## config.mk

```make
export PLATFORM = sky130hd
export DESIGN_NAME = tso_store_buffer
export DESIGN_NICKNAME = d
export VERILOG_FILES = /design/src/rtl/sb_pkg.sv /design/src/rtl/sb_queue.sv /design/src/rtl/sb_fwd.sv /design/src/rtl/tso_store_buffer.sv
export SDC_FILE = /design/constraint.sdc
export NUM_CORES = 1
export LEC_CHECK = 0
export CORE_MARGIN = 2
export CORE_UTILIZATION = 53
export DETAILED_ROUTE_END_ITERATION = 16
export DONT_BUFFER_PORTS = 1
export PLACE_DENSITY = 0.79
export REMOVE_ABC_BUFFERS = 1
export SYNTH_ARGS = -nofsm -noshare
export SYNTH_HDL_FRONTEND = slang
export SYNTH_HIERARCHICAL = 1
export SYNTH_SLANG_ARGS = --single-unit
export TNS_END_PERCENT = 10
```

## constraint.sdc

```tcl
create_clock -name clk -period 9.9 [get_ports clk]
set_clock_uncertainty 0.1 [all_clocks]
set_input_delay 0.99 -clock clk [delete_from_list [all_inputs] [get_ports clk]]
set_output_delay 0.99 -clock clk [all_outputs]
set_load 0.01 [all_outputs]
```

## src/rtl/sb_pkg.sv

```systemverilog
`timescale 1ns/1ps
package sb_pkg;
  // Owner of the shared memory port in the current cycle.
  typedef enum logic [1:0] {
    PORT_IDLE  = 2'd0,
    PORT_LOAD  = 2'd1,
    PORT_DRAIN = 2'd2
  } port_use_e;
endpackage

```

## src/rtl/sb_queue.sv

```systemverilog
`timescale 1ns/1ps
module sb_queue #(
  parameter int AW    = 32,
  parameter int DW    = 32,
  parameter int DEPTH = 8,
  localparam int PW   = (DEPTH > 1) ? $clog2(DEPTH) : 1,
  localparam int CW   = $clog2(DEPTH + 1)
) (
  input  logic                        clk,
  input  logic                        rst_n,
  input  logic                        push_i,
  input  logic [AW-1:0]               push_addr_i,
  input  logic [DW-1:0]               push_data_i,
  input  logic                        pop_i,
  output logic [DEPTH-1:0][AW-1:0]    q_addr_o,
  output logic [DEPTH-1:0][DW-1:0]    q_data_o,
  output logic [PW-1:0]               head_o,
  output logic [CW-1:0]               count_o,
  output logic                        full_o,
  output logic                        empty_o
);

  logic [PW-1:0]            head_q, head_d, tail_q, tail_d;
  logic [CW-1:0]            cnt_q, cnt_d;
  logic [DEPTH-1:0][AW-1:0] addr_q;
  logic [DEPTH-1:0][DW-1:0] data_q;
  logic                     do_push, do_pop;

  function automatic logic [PW-1:0] step(input logic [PW-1:0] p);
    return (p == PW'(DEPTH - 1)) ? '0 : p + 1'b1;
  endfunction

  assign full_o  = (cnt_q == CW'(DEPTH));
  assign empty_o = (cnt_q == '0);
  assign do_push = push_i && !full_o;
  assign do_pop  = pop_i && !empty_o;

  always_comb begin
    head_d = do_pop  ? step(head_q) : head_q;
    tail_d = do_push ? step(tail_q) : tail_q;
    cnt_d  = cnt_q + CW'(do_push) - CW'(do_pop);
  end

  always_ff @(posedge clk or negedge rst_n) begin
    if (!rst_n) begin
      head_q <= '0;
      tail_q <= '0;
      cnt_q  <= '0;
    end else begin
      head_q <= head_d;
      tail_q <= tail_d;
      cnt_q  <= cnt_d;
    end
  end

  // Payload storage: no reset, written only under its enable.
  always_ff @(posedge clk) begin
    for (int i = 0; i < DEPTH; i++) begin
      if (do_push && (tail_q == PW'(i))) begin
        addr_q[i] <= push_addr_i;
        data_q[i] <= push_data_i;
      end
    end
  end

  assign q_addr_o = addr_q;
  assign q_data_o = data_q;
  assign head_o   = head_q;
  assign count_o  = cnt_q;

endmodule

```

## src/rtl/sb_fwd.sv

```systemverilog
`timescale 1ns/1ps
module sb_fwd #(
  parameter int AW    = 32,
  parameter int DW    = 32,
  parameter int DEPTH = 8,
  localparam int PW   = (DEPTH > 1) ? $clog2(DEPTH) : 1,
  localparam int CW   = $clog2(DEPTH + 1),
  localparam int XW   = (PW + 1 > CW) ? PW + 1 : CW
) (
  input  logic [AW-1:0]            ld_addr_i,
  input  logic [DEPTH-1:0][AW-1:0] q_addr_i,
  input  logic [DEPTH-1:0][DW-1:0] q_data_i,
  input  logic [PW-1:0]            head_i,
  input  logic [CW-1:0]            count_i,
  output logic                     hit_o,
  output logic [DW-1:0]            data_o
);

  logic [DEPTH-1:0] match;

  // Per slot: live if its age behind the head is below the fill count.
  for (genvar g = 0; g < DEPTH; g++) begin : g_slot
    logic [XW-1:0] age;
    always_comb begin
      age = XW'(g) + XW'(DEPTH) - XW'(head_i);
      if (age >= XW'(DEPTH)) age = age - XW'(DEPTH);
    end
    assign match[g] = (age < XW'(count_i)) && (q_addr_i[g] == ld_addr_i);
  end

  // Walk from oldest to youngest; the last match found is the youngest.
  logic [XW-1:0] pos;
  logic [PW-1:0] idx;
  always_comb begin
    hit_o  = 1'b0;
    data_o = '0;
    pos    = '0;
    idx    = '0;
    for (int k = 0; k < DEPTH; k++) begin
      pos = XW'(head_i) + XW'(k);
      if (pos >= XW'(DEPTH)) pos = pos - XW'(DEPTH);
      idx = pos[PW-1:0];
      if (match[idx]) begin
        hit_o  = 1'b1;
        data_o = q_data_i[idx];
      end
    end
  end

endmodule

```

## src/rtl/tso_store_buffer.sv

```systemverilog
`timescale 1ns/1ps
module tso_store_buffer #(
  parameter int AW    = 32,
  parameter int DW    = 32,
  parameter int DEPTH = 8
) (
  input  logic          clk,
  input  logic          rst_n,
  input  logic          st_valid,
  output logic          st_ready,
  input  logic [AW-1:0] st_addr,
  input  logic [DW-1:0] st_data,
  input  logic          ld_valid,
  output logic          ld_ready,
  input  logic [AW-1:0] ld_addr,
  output logic          ld_resp_valid,
  output logic [DW-1:0] ld_resp_data,
  input  logic          fence_req,
  output logic          fence_done,
  output logic          mem_req,
  output logic          mem_we,
  output logic [AW-1:0] mem_addr,
  output logic [DW-1:0] mem_wdata,
  input  logic          mem_gnt,
  input  logic [DW-1:0] mem_rdata
);
  import sb_pkg::*;

  localparam int PW = (DEPTH > 1) ? $clog2(DEPTH) : 1;
  localparam int CW = $clog2(DEPTH + 1);

  logic [DEPTH-1:0][AW-1:0] q_addr;
  logic [DEPTH-1:0][DW-1:0] q_data;
  logic [PW-1:0]            q_head;
  logic [CW-1:0]            q_count;
  logic                     q_full, q_empty;
  logic                     fwd_hit;
  logic [DW-1:0]            fwd_data;
  logic                     push, pop, ld_take, ld_miss_want;
  port_use_e                port_use;

  logic          resp_v_q, resp_v_d;
  logic          resp_fwd_q, resp_fwd_d;
  logic [DW-1:0] fwd_data_q;
  logic          fwd_data_en;
  logic          fence_done_q, fence_done_d;

  sb_queue #(.AW(AW), .DW(DW), .DEPTH(DEPTH)) u_queue (
    .clk         (clk),
    .rst_n       (rst_n),
    .push_i      (push),
    .push_addr_i (st_addr),
    .push_data_i (st_data),
    .pop_i       (pop),
    .q_addr_o    (q_addr),
    .q_data_o    (q_data),
    .head_o      (q_head),
    .count_o     (q_count),
    .full_o      (q_full),
    .empty_o     (q_empty)
  );

  sb_fwd #(.AW(AW), .DW(DW), .DEPTH(DEPTH)) u_fwd (
    .ld_addr_i (ld_addr),
    .q_addr_i  (q_addr),
    .q_data_i  (q_data),
    .head_i    (q_head),
    .count_i   (q_count),
    .hit_o     (fwd_hit),
    .data_o    (fwd_data)
  );

  // Port ownership: a missing load goes first, otherwise the head drains.
  always_comb begin
    ld_miss_want = ld_valid && !fence_req && !fwd_hit;
    if (ld_miss_want)  port_use = PORT_LOAD;
    else if (!q_empty) port_use = PORT_DRAIN;
    else               port_use = PORT_IDLE;
  end

  assign mem_req   = (port_use != PORT_IDLE);
  assign mem_we    = (port_use == PORT_DRAIN);
  assign mem_addr  = (port_use == PORT_LOAD) ? ld_addr : q_addr[q_head];
  assign mem_wdata = q_data[q_head];
  assign pop       = (port_use == PORT_DRAIN) && mem_gnt;

  assign st_ready  = !q_full && !fence_req;
  assign push      = st_valid && st_ready;
  assign ld_ready  = !fence_req && (fwd_hit || mem_gnt);
  assign ld_take   = ld_valid && ld_ready;

  always_comb begin
    resp_v_d     = ld_take;
    resp_fwd_d   = ld_take && fwd_hit;
    fwd_data_en  = ld_take && fwd_hit;
    fence_done_d = fence_req && q_empty && !fence_done_q;
  end

  always_ff @(posedge clk or negedge rst_n) begin
    if (!rst_n) begin
      resp_v_q     <= 1'b0;
      resp_fwd_q   <= 1'b0;
      fence_done_q <= 1'b0;
    end else begin
      resp_v_q     <= resp_v_d;
      resp_fwd_q   <= resp_fwd_d;
      fence_done_q <= fence_done_d;
    end
  end

  always_ff @(posedge clk) begin
    if (fwd_data_en) fwd_data_q <= fwd_data;
  end

  assign ld_resp_valid = resp_v_q;
  assign ld_resp_data  = resp_fwd_q ? fwd_data_q : mem_rdata;
  assign fence_done    = fence_done_q;

endmodule

```

==> impl_metrics.csv, run 1 <==
group,metric,value,unit
final_layout,area_growth,6.36,%
floorplan,dieHeight,267,um
yosys,synth-async-reset-ratio,0.0233,
timing,finalWorstSetupSlack,1530,ps
clock_network,cts_sinks,557,
global_routing,grtUsageTotal,0.297,
timing,slew_viol_final,0,
global_routing,grt_busiest_layer,"met2",
clock_network,htreeDepth,2,
yosys,synth_mux_area_frac,0.267,
route,detail-route-antenna-nets,0,
final_layout,layout_common_cells,"edfxtp_1, nand2_1, mux4_2, mux2i_1, mux2_2",
critical_path,arrival,7280,ps
yosys,ys_seq_area_frac,0.454,
yosys,synth-seq-cells,557,
timing,finalHoldViolations,0,
yosys,synth_top_family_by_area,"multiplexers",
run_status,outcome,"complete, no violations",
yosys,synth-adder-area-share,0.0149,
global_routing,grt_max_degree,83,
pwr,p_leak,13.1,nW
floorplan,boundaryPins,236,
route,drc,0,
global_routing,grt_remaining_overflow,0,
timing,max_freq,119,MHz
yosys,synth-compound-area-share,0.0836,
yosys,synthSimpleGateAreaFrac,0.0816,
final_layout,drive_above_1_share,0.227,
timing,fin_crit,8370,ps
clock_network,clkLatencyLatePin,640,ps
route,dr_total_vias,25900,
floorplan,die_w,267,um
hold_path,hold_class,"in2reg",
floorplan,rows,96,
yosys,synthFlopType,"edfxtp_1",
placement,place_ws,2300,ps
clock_network,clk_pin_slew,60,ps
final_layout,fin_area,39100,sq um
clock_network,cts_inserted_buffers,59,
timing,tightest_slew,1140,ps
critical_path,critPathKind,"reg2out",
yosys,synth_cells,2829,
critical_path,cp-start-kind,"flop",
pwr,ir_drop,0.000389,V
pwr,p_per_area,298,nW/um^2
floorplan,core,68600,sq um
global_routing,grt_pass1_wl,159,mm
timing,setup_viol,0,
final_layout,diodes,0,
yosys,postSynthAreaPerCell,13.0,sq um
clock_network,cts_tree,"yes",
final_layout,final_common_cell,"edfxtp_1",
route,firstDrtPassIters,8,
timing,slew_headroom,0.238,
final_layout,final_core_util,0.569,
global_routing,grt_use_met3,0.0626,
critical_path,cp_max_fo,65,
placement,portBuffers,0,
route,wl,108,mm
placement,dpl_cell_area,37100,sq um
job,cap_violations,0,
pwr,total_power,11.6,mW
clock_network,cts_resized,0,
yosys,synth-edff-count,544,
route,drt_iter0_markers,3714,
yosys,syn_area,36700,sq um
global_routing,grt_util_met1,0.374,
global_routing,antenna_found_initial,1,
critical_path,critical_path_required,8810,ps
global_routing,grt_pass1_vias,25500,
clock_network,cts-root-buf,"clkbuf_16",
yosys,synth-xor-area-share,0.0625,
floorplan,start_util,0.535,
critical_path,cp-end-kind,"primary output",
clock_network,clockBufferDepth,3,
final_layout,final_net_count,2861,
global_routing,grt_use_met2,0.497,
route,via_per_inst,7.07,
floorplan,die_area,71400,sq um
timing,rsz0062_at_grt,"false",
timing,finalCritPeriodShare,0.845,
placement,gp_congestion,0.955,
route,wl_per_cell,29.4,um
placement,dp_hpwl,68.0,mm
yosys,synth_cell_types,59,
yosys,ys_warn_count,6,
==> path summary, 6_finish.rpt <==
check | depth (start not counted) | startpoint | slack [ps] | endpoint
max | 19 | u_queue/head_o[1] | 1530 | mem_addr[1]
min | 1 | fence_req | 330 | ld_resp_valid
max reg2reg | 25 | u_queue/head_o[1] | 2340 | u_queue/count_o[1]
min reg2reg | 1 | fence_done | 390 | fence_done
max in group asynchronous | 1 | rst_n | 8440 | u_queue/head_o[2]
min in group asynchronous | 1 | rst_n | 740 | u_queue/head_o[0]
==> synth_stat cells, drive strengths merged, types with 31 or more instances <==
library cell,instances,area share
nand3b,32,0.0065
a32oi,32,0.0076
a21oi,98,0.013
xor2,156,0.037
o21ai,97,0.013
a31oi,37,0.0063
nor3,42,0.0091
nand2,343,0.035
ha,42,0.014
o31ai,36,0.0074
o22ai,32,0.0055
nor4,38,0.0065
mux4,265,0.16
buf,136,0.022
nor2b,41,0.0071
mux2i,198,0.054
nand4,31,0.0053
nor2,47,0.0048
mux2,164,0.050
clkbuf,118,0.012
xnor2,106,0.025
a22o,32,0.0076
edfxtp,544,0.44
==> per-layer routing <==
| layer | up-vias | wire, um |
|---|---|---|
| li1 | 10800 | - |
| met1 | 12900 | 37800 |
| met2 | 1889 | 51700 |
| met3 | 365 | 12600 |
| met4 | 0 | 5450 |
| met5 | - | 0 |
==> area by class of cell <==
class	count	area (sq um)
flip-flops and latches	557	16700
clock inverters	37	435
inverters	26	98.8
multi-input cells	1995	18800
well taps	931	1160
clock buffers	71	1520
fillers	5270	29500
repair buffers	45	340
==> critical path, stage by stage (launching register included) <==
cell and delay, ps:
dfrtp_4 730, inv_2 700, ha_1 370, xor2_4 650, inv_2 80, ha_1 320, a21o_1 110, a31o_1 140
a2111oi_2 100, and4b_1 220, a31o_1 220, mux4_2 890, or2_1 410, nor3_1 190, nand4_1 240, nor3b_2 270
buf_4 540, nand2_1 110, o31ai_1 90, buf_4 160
==> metrics by stage <==
step	hold slack [ps]	TNS, ps	cells
after floorplan	364	-2064530	2578
after global placement	384	0	3553
after detailed placement	391	0	3553
after CTS	291	0	3662
after global routing	305	0	3662
final	325	0	3662
==> logic make-up after synthesis <==
logic type	after synthesis
other cells	1
compound gates	450
fa+ha+maj	43
xor+xnor	262
buf+inv	280
flops	557
mux	627
simple gates	609
==> repair_timing <==
item / 4_1_cts / 5_1_grt
hold endpoints to repair: 13 / 0
setup buffers: 0 / 0
hold buffers: 1 / 0
==> flip-flops by register name (all words and copies together), names as in the netlist <==
signal,count
ld_resp_valid,1
fence_done,1
u_queue/head_o,3
u_queue/q_data_o,256
u_queue/count_o,4
u_queue/tail_q,3
u_queue/q_addr_o,256
resp_fwd_q,1
fwd_data_q,32
==> report_power, final <==
part	leakage, nW	total, mW	internal, mW	switching, mW
Sequential	5.15	3.00	2.79	0.209
Clock	0.951	2.27	1.33	0.944
Combinational	7.05	6.38	2.70	3.68
No activity file was read; power rests on OpenSTA's default activity.
==> inputs of run 2 (changes only) <==
- clock period: 9.9 -> 7.9 ns (I/O delays scaled with it)
==> run 2 against run 1 <==
  * Global-route usage up 0.54 points
  * Design area up 1.0%
  * Die area unchanged
  * Register-to-register slack worse by 1400 ps
  * Sequential power up 25%
  * Clock power up 33%
  * Sequential cell count unchanged
  * Non-clock buffer count up 30
  * Critical path type unchanged
  * Largest cell class unchanged
==> impl_metrics.csv, run 2 (synthesis results as in run 1) <==
group,metric,value,unit
placement,dp_hpwl,67.5,mm
floorplan,dieHeight,267,um
placement,placed_cells,3583,
global_routing,grt_use_met3,0.0660,
floorplan,rows,96,
final_layout,final_core_util,0.575,
route,firstDrtPassIters,9,
critical_path,crit_path_frequent_cell,"buf_4",
global_routing,antenna_found_initial,1,
critical_path,cp_cell_sequence,"inv_2 -> ha_4 -> inv_1 -> ha_1 -> a21o_1 -> a31o_2 -> a2111oi_4 -> and4_1 -> a31oi_1 -> mux4_2 -> buf_4 -> nand4_1 -> nor3b_2 -> buf_12 -> o31ai_1 -> buf_4",
global_routing,grt_pass1_vias,25900,
route,via_per_inst,7.08,
hold_path,worst_hold_path.num_cells,0,
clock_network,post-cts-setup-buffers,0,
global_routing,grt_pass1_wl,161,mm
route,wl,109,mm
clock_network,clk_pin_slew,70,ps
clock_network,cts_sinks,557,
global_routing,grt_use_met2,0.505,
critical_path,cp_slowest_cell,"dfrtp_4",
timing,setup_viol,0,
critical_path,critPathKind,"reg2out",
critical_path,critical_path_required,7010,ps
final_layout,final_cell_count_no_fill,3699,
global_routing,grt_max_degree,93,
critical_path,ff2ff_path_depth,23,
global_routing,grtUsageTotal,0.303,
placement,gp_congestion,0.955,
clock_network,cts_tree,"yes",
critical_path,crit_cells,16,
timing,fin_crit,7230,ps
timing,finalHoldWorstSlack,129,ps
hold_path,hold_class,"in2reg",
critical_path,arrival,6340,ps
route,drc,0,
floorplan,die_area,71400,sq um
critical_path,critical_path_buf_inv_count,5,
floorplan,boundaryPins,236,
placement,dpl_cell_area,37300,sq um
timing,tightest_slew,1220,ps
job,cap_violations,0,
final_layout,fill_cells,5251,
critical_path,crit_family,"buffers and inverters",
critical_path,cp-start-kind,"flop",
final_layout,diodes,0,
clock_network,cts_inserted_buffers,61,
pwr,total_power,14.9,mW
timing,slew_viol_final,0,
critical_path,worst_path_largest_cell_delay,860,ps
timing,slew_headroom,0.186,
floorplan,die_w,267,um
critical_path,cp-end-kind,"primary output",
final_layout,layout_common_cells,"edfxtp_1, nand2_1, mux4_2, mux2i_1, mux2_2",
final_layout,fin_area,39500,sq um
route,detail-route-antenna-nets,0,
clock_network,clkLatencyLatePin,650,ps
critical_path,cp_max_fo,66,
clock_network,htreeDepth,2,
timing,finalHoldViolations,0,
route,wl_per_cell,29.5,um
global_routing,grt_remaining_overflow,0,
placement,portBuffers,0,
floorplan,core,68600,sq um
global_routing,grt_util_met1,0.376,
pwr,p_leak,13.4,nW
pwr,ir_drop,0.000411,V
clock_network,clockBufferDepth,3,
timing,rsz0062_at_grt,"false",
run_status,outcome,"complete, no violations",
final_layout,area_growth,7.45,%
clock_network,cts-root-buf,"clkbuf_16",
floorplan,start_util,0.535,
pwr,p_per_area,378,nW/um^2
route,dr_total_vias,26200,
global_routing,grt_busiest_layer,"met2",
route,drt_iter0_markers,3580,
final_layout,final_net_count,2893,
timing,max_freq,138,MHz
final_layout,final_common_cell,"edfxtp_1",
final_layout,drive_above_1_share,0.239,
timing,finalCritPeriodShare,0.916,
==> run 2: per-stage QoR <==
stage	setup slack (ps)	setup TNS, ps
after floorplan	-22400	-2331130
after global placement	1230	0
after detailed placement	1060	0
after CTS	751	0
after global routing	277	0
final	666	0
==> run 2: where the power goes <==
group          internal (mW)  total (mW)  switching, mW
logic                   3.49        8.15           4.66
registers               3.50        3.75          0.249
clock network           1.81        3.01           1.21
==> run 2: path summary, 6_finish.rpt <==
path,endpoint,slack [ps],startpoint
min reg2reg,fence_done,390,fence_done
max in group asynchronous,u_queue/head_o[1],6700,rst_n
min in group asynchronous,u_queue/count_o[1],520,rst_n
min,u_queue/q_data_o[30],130,st_data[30]
max reg2reg,u_queue/count_o[2],930,u_queue/head_o[1]
max,mem_addr[25],670,u_queue/head_o[1]
==> run 2: layout make-up <==
class                      instances  area, sq um  area share
sequential                       557        16700       0.423
multi-input combinational       1995        18800       0.477
timing repair buffer              75          578      0.0147
clock inverter                    37          454      0.0115
inverter                          26         98.8     0.00251
tap                              931         1160      0.0295
clock buffer                      78         1660      0.0421
==> run 2: metal layers <==
layer,share of wire,vias to the layer above
met3,0.12,420
met4,0.055,2
li1,-,10900
met1,0.34,13000
met5,0.00010,-
met2,0.48,1969
==> run 2: repair_timing <==
action	CTS	global route
setup endpoints to repair	0	0
hold buffers	1	0
hold endpoints to repair	13	0
resized for setup	0	0
